--- config.mk ---
export PLATFORM = sky130hd
export DESIGN_NAME = store_order_queue
export DESIGN_NICKNAME = d
export VERILOG_FILES = /design/src/rtl/sq_pkg.sv /design/src/rtl/sq_ptr_ctrl.sv /design/src/rtl/sq_entry_array.sv /design/src/rtl/sq_load_gate.sv /design/src/rtl/store_order_queue.sv
export SDC_FILE = /design/constraint.sdc
export NUM_CORES = 1
export LEC_CHECK = 0
export BUFFER_PORTS_ARGS = -buffer_cell sky130_fd_sc_hd__buf_4
export CAP_MARGIN = 20
export CORE_MARGIN = 1
export CORE_UTILIZATION = 65
export DETAILED_ROUTE_END_ITERATION = 16
export HOLD_SLACK_MARGIN = 0.03
export PLACE_DENSITY = 0.87
export SKIP_LAST_GASP = 1
export SLEW_MARGIN = 20
export SYNTH_ARGS = -nofsm -noshare
export SYNTH_HDL_FRONTEND = slang
export SYNTH_HIERARCHICAL = 1
export SYNTH_SLANG_ARGS = --single-unit
--- constraint.sdc ---
create_clock -name clk -period 5.8 [get_ports clk]
set_input_delay 0.29 -clock clk [delete_from_list [all_inputs] [get_ports clk]]
set_output_delay 0.29 -clock clk [all_outputs]
set_load 0.02 [all_outputs]
--- src/rtl/sq_pkg.sv ---
package sq_pkg;
  localparam int unsigned SQ_DEPTH = 8;
  localparam int unsigned SQ_AW    = 32;
  localparam int unsigned SQ_DW    = 32;

  typedef struct packed {
    logic live;
    logic known;
  } sq_flags_t;
endpackage

--- src/rtl/sq_ptr_ctrl.sv ---
module sq_ptr_ctrl #(
  parameter int unsigned DEPTH = 8,
  localparam int unsigned IW = $clog2(DEPTH),
  localparam int unsigned PW = IW + 1
) (
  input  logic          clk,
  input  logic          rst_n,
  input  logic          alloc_i,
  input  logic          commit_ok_i,
  input  logic          fl_i,
  input  logic [PW-1:0] fl_tag_i,
  output logic [PW-1:0] head_o,
  output logic [PW-1:0] tail_o,
  output logic          full_o,
  output logic          alloc_fire_o
);
  logic [PW-1:0] head_q, head_d, tail_q, tail_d, count;
  logic          head_en, tail_en;

  always_comb begin
    count        = tail_q - head_q;
    full_o       = count[IW];
    alloc_fire_o = alloc_i && !count[IW] && !fl_i;
    head_en      = commit_ok_i;
    head_d       = head_q + PW'(1);
    tail_en      = fl_i || alloc_fire_o;
    tail_d       = fl_i ? fl_tag_i : tail_q + PW'(1);
  end

  always_ff @(posedge clk or negedge rst_n) begin
    if (!rst_n) begin
      head_q <= '0;
      tail_q <= '0;
    end else begin
      if (head_en) head_q <= head_d;
      if (tail_en) tail_q <= tail_d;
    end
  end

  assign head_o = head_q;
  assign tail_o = tail_q;

  p_no_overflow_r2: assert property (@(posedge clk) disable iff (!rst_n)
    (tail_q - head_q) <= PW'(DEPTH));

  p_alloc_full_r2: assert property (@(posedge clk) disable iff (!rst_n)
    (alloc_i && full_o && !fl_i) |=> (tail_q == $past(tail_q)));

  p_flush_tail_r9: assert property (@(posedge clk) disable iff (!rst_n)
    fl_i |=> (tail_o == $past(fl_tag_i)));

  p_flush_range_r9: assert property (@(posedge clk) disable iff (!rst_n)
    fl_i |-> ((fl_tag_i - head_q) <= count));
endmodule

--- src/rtl/sq_entry_array.sv ---
module sq_entry_array
  import sq_pkg::*;
#(
  parameter int unsigned DEPTH = 8,
  parameter int unsigned AW    = 32,
  parameter int unsigned DW    = 32,
  localparam int unsigned IW = $clog2(DEPTH),
  localparam int unsigned PW = IW + 1
) (
  input  logic                      clk,
  input  logic                      rst_n,
  input  logic                      alloc_fire_i,
  input  logic [IW-1:0]             tail_idx_i,
  input  logic [IW-1:0]             head_idx_i,
  input  logic                      upd_i,
  input  logic [IW-1:0]             upd_idx_i,
  input  logic [AW-1:0]             upd_addr_i,
  input  logic [DW-1:0]             upd_data_i,
  input  logic                      commit_ok_i,
  input  logic                      fl_i,
  input  logic [PW-1:0]             fl_keep_i,
  output sq_flags_t [DEPTH-1:0]     flags_o,
  output logic [DEPTH-1:0][AW-1:0]  addr_o,
  output logic [DEPTH-1:0][DW-1:0]  data_o
);
  sq_flags_t [DEPTH-1:0] flags_q, flags_d;
  logic [DEPTH-1:0]      flags_en;

  for (genvar i = 0; i < DEPTH; i++) begin : g_ent
    logic [IW-1:0] off;
    logic          cut, pay_en;

    always_comb begin
      off         = IW'(i) - head_idx_i;
      cut         = fl_i && ({1'b0, off} >= fl_keep_i);
      pay_en      = upd_i && (upd_idx_i == IW'(i));
      flags_d[i]  = flags_q[i];
      flags_en[i] = 1'b0;
      if (cut) begin
        flags_d[i]  = '0;
        flags_en[i] = 1'b1;
      end else if (commit_ok_i && head_idx_i == IW'(i)) begin
        flags_d[i]  = '0;
        flags_en[i] = 1'b1;
      end else if (alloc_fire_i && tail_idx_i == IW'(i)) begin
        flags_d[i].live  = 1'b1;
        flags_d[i].known = 1'b0;
        flags_en[i]      = 1'b1;
      end else if (pay_en) begin
        flags_d[i].known = 1'b1;
        flags_en[i]      = 1'b1;
      end
    end

    always_ff @(posedge clk or negedge rst_n) begin
      if (!rst_n) begin
        flags_q[i] <= '0;
      end else if (flags_en[i]) begin
        flags_q[i] <= flags_d[i];
      end
    end

    always_ff @(posedge clk) begin
      if (pay_en) begin
        addr_o[i] <= upd_addr_i;
        data_o[i] <= upd_data_i;
      end
    end
  end

  assign flags_o = flags_q;

  p_free_head_r4: assert property (@(posedge clk) disable iff (!rst_n)
    commit_ok_i |=> !flags_q[$past(head_idx_i)].live);

  p_alloc_unknown_r9: assert property (@(posedge clk) disable iff (!rst_n)
    (alloc_fire_i && !fl_i) |=> !flags_q[$past(tail_idx_i)].known);
endmodule

--- src/rtl/sq_load_gate.sv ---
module sq_load_gate
  import sq_pkg::*;
#(
  parameter int unsigned DEPTH = 8,
  parameter int unsigned AW    = 32,
  localparam int unsigned IW = $clog2(DEPTH),
  localparam int unsigned PW = IW + 1
) (
  input  logic                     clk,
  input  logic                     rst_n,
  input  sq_flags_t [DEPTH-1:0]    flags_i,
  input  logic [DEPTH-1:0][AW-1:0] addr_i,
  input  logic [PW-1:0]            head_i,
  input  logic                     ld_req_i,
  input  logic [AW-1:0]            ld_addr_i,
  input  logic [PW-1:0]            ld_age_i,
  output logic                     ld_go_o,
  output logic                     ld_hold_o
);
  logic [PW-1:0]    limit;
  logic [DEPTH-1:0] blk;

  assign limit = ld_age_i - head_i;

  for (genvar i = 0; i < DEPTH; i++) begin : g_cmp
    logic [IW-1:0] off;
    logic          older;
    always_comb begin
      off    = IW'(i) - head_i[IW-1:0];
      older  = flags_i[i].live && ({1'b0, off} < limit);
      blk[i] = older && (!flags_i[i].known || addr_i[i] == ld_addr_i);
    end
  end

  assign ld_go_o   = ld_req_i && !(|blk);
  assign ld_hold_o = ld_req_i && (|blk);

  p_young_free_r7: assert property (@(posedge clk) disable iff (!rst_n)
    (ld_req_i && ld_age_i == head_i) |-> ld_go_o);
endmodule

--- src/rtl/store_order_queue.sv ---
module store_order_queue
  import sq_pkg::*;
#(
  parameter int unsigned DEPTH = SQ_DEPTH,
  parameter int unsigned AW    = SQ_AW,
  parameter int unsigned DW    = SQ_DW,
  localparam int unsigned IW = $clog2(DEPTH),
  localparam int unsigned PW = IW + 1
) (
  input  logic          clk,
  input  logic          rst_n,
  input  logic          st_alloc_i,
  output logic          sq_full_o,
  output logic [PW-1:0] sq_tag_o,
  input  logic          st_upd_i,
  input  logic [IW-1:0] st_idx_i,
  input  logic [AW-1:0] st_addr_i,
  input  logic [DW-1:0] st_data_i,
  input  logic          commit_i,
  input  logic          fl_i,
  input  logic [PW-1:0] fl_tag_i,
  input  logic          ld_req_i,
  input  logic [AW-1:0] ld_addr_i,
  input  logic [PW-1:0] ld_age_i,
  output logic          ld_go_o,
  output logic          ld_hold_o,
  output logic          mem_we_o,
  output logic [AW-1:0] mem_addr_o,
  output logic [DW-1:0] mem_wdata_o
);
  logic [1:0]               rst_sync_q;
  logic                     rst_ni;
  logic [PW-1:0]            head, tail;
  logic                     alloc_fire, commit_ok;
  sq_flags_t [DEPTH-1:0]    flags;
  logic [DEPTH-1:0][AW-1:0] addr;
  logic [DEPTH-1:0][DW-1:0] data;

  always_ff @(posedge clk or negedge rst_n) begin
    if (!rst_n) rst_sync_q <= 2'b00;
    else        rst_sync_q <= {rst_sync_q[0], 1'b1};
  end
  assign rst_ni = rst_sync_q[1];

  assign commit_ok = commit_i && flags[head[IW-1:0]].live && flags[head[IW-1:0]].known;

  sq_ptr_ctrl #(.DEPTH(DEPTH)) u_ptr (
    .clk         (clk),
    .rst_n       (rst_ni),
    .alloc_i     (st_alloc_i),
    .commit_ok_i (commit_ok),
    .fl_i        (fl_i),
    .fl_tag_i    (fl_tag_i),
    .head_o      (head),
    .tail_o      (tail),
    .full_o      (sq_full_o),
    .alloc_fire_o(alloc_fire)
  );

  sq_entry_array #(.DEPTH(DEPTH), .AW(AW), .DW(DW)) u_arr (
    .clk         (clk),
    .rst_n       (rst_ni),
    .alloc_fire_i(alloc_fire),
    .tail_idx_i  (tail[IW-1:0]),
    .head_idx_i  (head[IW-1:0]),
    .upd_i       (st_upd_i),
    .upd_idx_i   (st_idx_i),
    .upd_addr_i  (st_addr_i),
    .upd_data_i  (st_data_i),
    .commit_ok_i (commit_ok),
    .fl_i        (fl_i),
    .fl_keep_i   (fl_tag_i - head),
    .flags_o     (flags),
    .addr_o      (addr),
    .data_o      (data)
  );

  sq_load_gate #(.DEPTH(DEPTH), .AW(AW)) u_gate (
    .clk      (clk),
    .rst_n    (rst_ni),
    .flags_i  (flags),
    .addr_i   (addr),
    .head_i   (head),
    .ld_req_i (ld_req_i),
    .ld_addr_i(ld_addr_i),
    .ld_age_i (ld_age_i),
    .ld_go_o  (ld_go_o),
    .ld_hold_o(ld_hold_o)
  );

  assign sq_tag_o    = tail;
  assign mem_we_o    = commit_ok;
  assign mem_addr_o  = addr[head[IW-1:0]];
  assign mem_wdata_o = data[head[IW-1:0]];

  p_skip_commit_r11: assert property (@(posedge clk) disable iff (!rst_ni)
    (commit_i && !mem_we_o) |=> (head == $past(head)));

  p_write_step_r4: assert property (@(posedge clk) disable iff (!rst_ni)
    mem_we_o |=> (head == $past(head) + PW'(1)));
endmodule

== After elaboration in Yosys (flattened, before gate mapping) ==
Index checks and enable logic that the tools add are counted.
Cells by class
  add/subtract/negate cells: 13
  order comparisons: 17
  equality and inequality tests: 29
  muxes and demuxes: 79
  reduce and logical (&&, ||, !) cells: 110
Operator list (count)
  $eq 32x32->1: 8
  $bmux 32 s3: 2
  $mux 32: 2
  $mux 1: 56
  $logic_and 1x1->1: 54
  $eq 3x3->1 const B: 12
  $mux 2: 17
  $ge 3x4->1: 8
  $lt 3x4->1: 8
  $reduce_and 2->1: 16
  $reduce_bool 4->1: 8
  $reduce_bool 3->1: 8
  $eq 3x2->1 const B: 6
  $sub 3x3->3 const A: 4
  $sub 4x4->4: 3
  $logic_not 1->1: 11
  $eq 3x1->1 const B: 3
  $logic_not 3->1: 3
  $logic_or 1x1->1: 9
  $add 4x1->4 const B: 2
  $reduce_or 8->1: 1
  $bmux 2 s3: 1
  $sub 1x3->3 const A: 2
  $sub 2x3->3 const A: 2
  other kinds (2): 2
Word-level totals
  flip-flop bits (word level): 538
  bits of input ports: 114
  output and inout bits: 72
  word-level logic and storage cells: 283

== Longest topological paths before layout ==
  word-level depth: 9
  depth in mapped cells: 11
  mapped depth without buffers: 11

== Modules after synthesis ==
The synthesis kept the hierarchy.
By module, submodules not included
  sq_entry_array: instances 1, cells each 652, area an instance 16753.6 sq um, seq. area each 15775.1 sq um
  store_order_queue: instances 1, cells each 395, area an instance 4101.4 sq um, seq. area each 50.0 sq um
  sq_load_gate: instances 1, cells each 446, area an instance 3613.5 sq um, seq. area each 0.0 sq um
  sq_ptr_ctrl: instances 1, cells each 48, area an instance 491.7 sq um, seq. area each 200.2 sq um

== Worst setup path before layout ==
Ideal clock, no wire load.
  path kind: input -> register
  start: in st_idx_i[0]
  end: reg u_arr.flags_q (netlist bit u_arr/flags_o[0])
  library setup time: 103 ps
  arrival: 4394 ps
  required time: 5697 ps
  path slack: 1304 ps
  stages on the path: 3
  buffers on the path: 0
  cell sequence: nor4b_2 -> o21bai_1 -> a221oi_2
Between the ends
  word-level cells in the longest chain between the ends: 7
Ends and longest elaborated chain
  start: declaration: RTL line store_order_queue.sv:16  | input logic [IW-1:0] st_idx_i,
  $logic_not 3->1 *: RTL line sq_entry_array.sv:36  | pay_en = upd_i && (upd_idx_i == IW'(i));
  $logic_and 1x1->1 *: RTL line sq_entry_array.sv:36
  $mux 1: RTL line sq_entry_array.sv:49  | end else if (pay_en) begin
  $mux 1: RTL line sq_entry_array.sv:45  | end else if (alloc_fire_i && tail_idx_i == IW'(i)) begin
  $mux 1: RTL line sq_entry_array.sv:42  | end else if (commit_ok_i && head_idx_i == IW'(i)) begin
  $mux 1: RTL line sq_entry_array.sv:39  | if (cut) begin
  $reduce_and 2->1 (no source line) *
  end signal: indexed assignment: RTL line sq_entry_array.sv:59  | flags_q[i] <= flags_d[i];
  end: declaration: RTL line sq_entry_array.sv:26  | sq_flags_t [DEPTH-1:0] flags_q, flags_d;
Mark *: on every way between the ends. The rest lies on a longest branch, timed or not.
A chain may end at the register's enable or synchronous reset.

== Worst setup path after layout ==
  start: reg u_ptr.head_q[1], in the netlist u_ptr/head_o[1]
  end: out ld_go_o
Between the ends
  word-level cells in the longest chain between the ends: 7
Ends and longest elaborated chain
  start: declaration: RTL line sq_ptr_ctrl.sv:17  | logic [PW-1:0] head_q, head_d, tail_q, tail_d, count;
  start signal: assignment: RTL line sq_ptr_ctrl.sv:32  | head_q <= '0;
  start signal: assignment: RTL line sq_ptr_ctrl.sv:35  | if (head_en) head_q <= head_d;
  $sub 4x4->4, or another cell as far along: RTL line sq_load_gate.sv:23  | assign limit = ld_age_i - head_i;
  $lt 3x4->1: RTL line sq_load_gate.sv:30  | older = flags_i[i].live && ({1'b0, off} < limit);
  $logic_and 1x1->1: RTL line sq_load_gate.sv:30
  $logic_and 1x1->1: RTL line sq_load_gate.sv:31  | blk[i] = older && (!flags_i[i].known || addr_i[i] == ld_addr_i);
  $reduce_or 8->1 *: RTL line sq_load_gate.sv:35  | assign ld_go_o = ld_req_i && !(|blk);
  $logic_not 1->1 *: RTL line sq_load_gate.sv:35
  $logic_and 1x1->1 *: RTL line sq_load_gate.sv:35
  end: declaration: RTL line store_order_queue.sv:25  | output logic ld_go_o,
Marks and branches as above.

==> run_results.csv <==
group,metric,value,unit
clock_network,cts-buffers-inserted,52,
timing,tns,0,ns
power,leakage,0.0103,uW
timing,fmax,233,MHz
drt,via_per_inst,6.45,
setup_path,critPathArrivalTime,4.01,ns
drt,vias,15062,
floorplanning,die_w,198,um
placement,post-dp-hpwl,41.0,mm
outcome,status,"complete, no violations",
timing,fin_skew,0.00380,ns
yosys,netlist_top_cells_area,"edfxtp_1 62%, mux4_2 12%, xor2_1 7.0%",
global_route,grt_pass1_vias,15209,
clock_network,cts_max_level,2,
global_route,grt_pass1_wl,94.9,mm
floorplanning,ioPinCount,186,
drt,drc_errors,0,
clock_network,cts_resized,0,
placement,post-place-cells,2170,
layout,post-route-util,0.766,
setup_path,crit_chain,"buf_4, ha_1, xor2_1, nor2b_1, o211ai_1, nand4_1, or3b_1, nor4b_2, buf_4",
yosys,yosysTopAreaCell,"edfxtp_1",
setup_path,start_kind,"flip-flop",
clock_network,clkSinkCount,538,
floorplanning,die-area,39200,um^2
timing,maxSlewHeadroom,0.319,
global_route,antenna_found_initial,3,
setup_path,reg2reg_to,"u_arr/flags_o[2]",
yosys,ys.flop_type,"edfxtp_1",
run,maxCapViolations,0,
drt,drt_iter0_markers,1673,
worst_hold_path,min_to,"u_ptr/tail_o[0]",
global_route,grt_max_degree,66,
floorplanning,coreArea,37800,um^2
yosys,avgSynthCellArea,16.2,um^2
placement,placed_cell_area,26600,um^2
timing,post-route-period-util,0.741,
layout,stdcell_count,2337,
clock_network,clock_latency,0.59,ns
timing,worst_pin_slew,1.02,ns
drt,wl_per_cell,27.7,um
setup_path,reg2reg_from,"u_ptr/head_o[0]",
timing,period_needed,4.30,ns
floorplanning,row_count,71,
drt,final_antenna_net_count,0,
timing,slew_violations,0,
drt,routed_wl,64.7,mm
clock_network,cts_buffer_depth,3,
setup_path,critical_path_class,"flip-flop to output port",
power,p_per_area,447,nW/um^2
floorplanning,die_h,198,um
setup_path,rrSetupSlack,2.32,ns
setup_path,path_common_cell,"buf_4",
layout,drive_gt1_frac,0.237,
clock_network,ctsRootBufferMaster,"clkbuf_16",
layout,fin_area,28900,um^2
setup_path,critical-path-slowest-cell,"dfrtp_4",
placement,gp_congestion,0.920,
timing,setup_viol,0,
setup_path,worstRegToRegCells,10,
worst_hold_path,min_path_type,"input port to flip-flop",
layout,area_growth,15.9,%
clock_network,clk_pin_slew,0.06,ns
timing,whs,0.0910,ns
global_route,gr-total-overflow,0,
drt,first_pass_iters,5,
global_route,grtUsageTotal,0.340,
setup_path,worstSetupStartpoint,"u_ptr/head_o[1]",
floorplanning,start_util,0.661,
power,ir_drop,0.340,mV
yosys,ys_types,68,
yosys,syn_inst,1541,
setup_path,setup.worst_path.end_class,"output port",
setup_path,slowest_delay,0.85,ns
setup_path,worstPathMaxFanout,55,
setup_path,crit_required,5.51,ns
yosys,synth_top_area_frac,0.616,
yosys,synth_edf_count,512,
yosys,syn_area,25000,um^2
yosys,synth-warning-count,6,
yosys,synth.net_count,1692,
yosys,async_flop_share,0.0483,
yosys,synth-seq-area-share,0.642,
placement,port_buffers,185,
layout,fin_nets,1936,
timing,rsz0062_at_grt,"false",
yosys,ys_ff_latch,538,
worst_hold_path,hp-start,"fl_i",
worst_hold_path,hold_path_depth,3,
clock_network,cts_tree,"built",
timing,hold_viol,0,
cells in the final DEF (no fill, tap or decap), types with 32 or more instances in the layout:
cell type / count
dlygate4sd3_1: 72
xnor2_1: 71
ha_1: 35
nand2_1: 212
mux4_2: 128
nor4_1: 51
clkbuf_16: 52
nand4_1: 32
edfxtp_1: 512
xor2_1: 200
buf_4: 201
final cells by class:
| cell class | instances | area [um^2] |
|---|---|---|
| inverters | 27 | 101 |
| clock inverters | 30 | 279 |
| well taps | 511 | 639 |
| repair buffers | 274 | 2240 |
| diodes | 2 | 5.00 |
| flip-flops and latches | 538 | 16000 |
| multi-input cells | 892 | 8280 |
| fillers | 2059 | 8830 |
| clock buffers | 63 | 1340 |
worst max-delay path, delay by kind of cell (launching register included):
family | cells | cell delay, ns
buffers and inverters | 2 | 0.97
AND/OR/NAND/NOR | 4 | 0.89
XOR/XNOR | 1 | 0.23
adder cells (fa/ha/maj) | 1 | 0.29
AO/OA/AOI/OAI | 1 | 0.10
flip-flops | 1 | 0.85
logic make-up (layout without fill, tap and decap cells):
logic type | count (synthesis) | in the layout | share of synthesized area
AOI/OAI and AO/OA | 102 | 102 | 0.0285
xor gates and xnor gates | 273 | 273 | 0.0964
adders and majority gates | 37 | 37 | 0.0191
buffers and inverters | 111 | 394 | 0.0276
DFF | 538 | 538 | 0.642
muxes | 129 | 129 | 0.116
other | 1 | 3 | 0.000150
and+or+nand+nor | 350 | 350 | 0.0703
sequential cells by signal (all words and copies together), names as in the netlist:
name and count:
u_ptr/tail_o 4, rst_sync_q 2, u_arr/data_o 256, u_ptr/head_o 4, u_arr/flags_o 16, u_arr/addr_o 256
per-layer routing:
metal	global-route usage	part of all wire	vias to the layer above
met5	0	0.00022	-
met4	0.132	0.038	2
met3	0.0780	0.12	139
met2	0.555	0.49	934
met1	0.448	0.36	7610
li1	-	-	6377
cell usage after synthesis, types with 2 or more instances:
master / count
a211o_1: 2
a211oi_1: 2
a21oi_1: 26
a221oi_2: 4
a22oi_1: 3
a31oi_1: 4
a41o_1: 2
and4b_1: 7
and4bb_2: 3
buf_2: 20
buf_4: 23
buf_6: 21
clkbuf_1: 17
clkbuf_2: 2
dfrtp_1: 26
edfxtp_1: 512
fa_1: 2
ha_1: 35
inv_1: 27
mux4_2: 128
nand2_1: 212
nand2b_1: 6
nand3_1: 10
nand4_1: 32
nor2_1: 7
nor2b_1: 2
nor2b_4: 2
nor4_1: 51
nor4b_2: 3
o211ai_1: 2
o21a_1: 4
o21ai_0: 17
o21ai_1: 10
o21ai_4: 2
o21bai_1: 3
o221ai_1: 8
o22ai_1: 3
or3_1: 2
xnor2_1: 71
xor2_1: 200
worst max path at each step:
stage	depth (start not counted)	slack, ns	endpoint
after floorplan	3	1.30	u_arr/flags_o[0]
after global placement	10	2.16	u_arr/flags_o[6]
after detailed placement	8	2.15	u_arr/flags_o[8]
after CTS	9	1.55	ld_go_o
after global routing	9	1.35	ld_go_o
final	9	1.50	ld_go_o
report_power, final:
part / switching [uW] / internal, uW
Combinational: 2760 / 2110
Clock: 1410 / 1860
Sequential: 323 / 4450
Total: 4500 / 8430
stage by stage:
step	worst slack [ns]	total power, uW
2_1_floorplan	1.30	8110
3_3_place_gp	2.16	9480
3_5_place_dp	2.15	9600
4_1_cts	1.55	12900
5_1_grt	1.35	13500
6_report	1.50	12900
repair_timing:
item,CTS,global route
hold buffers,72,0
setup buffers,0,0
setup endpoints to repair,0,0
endpoints found under the hold margin,518,0
No activity file was read; power rests on OpenSTA's default activity.
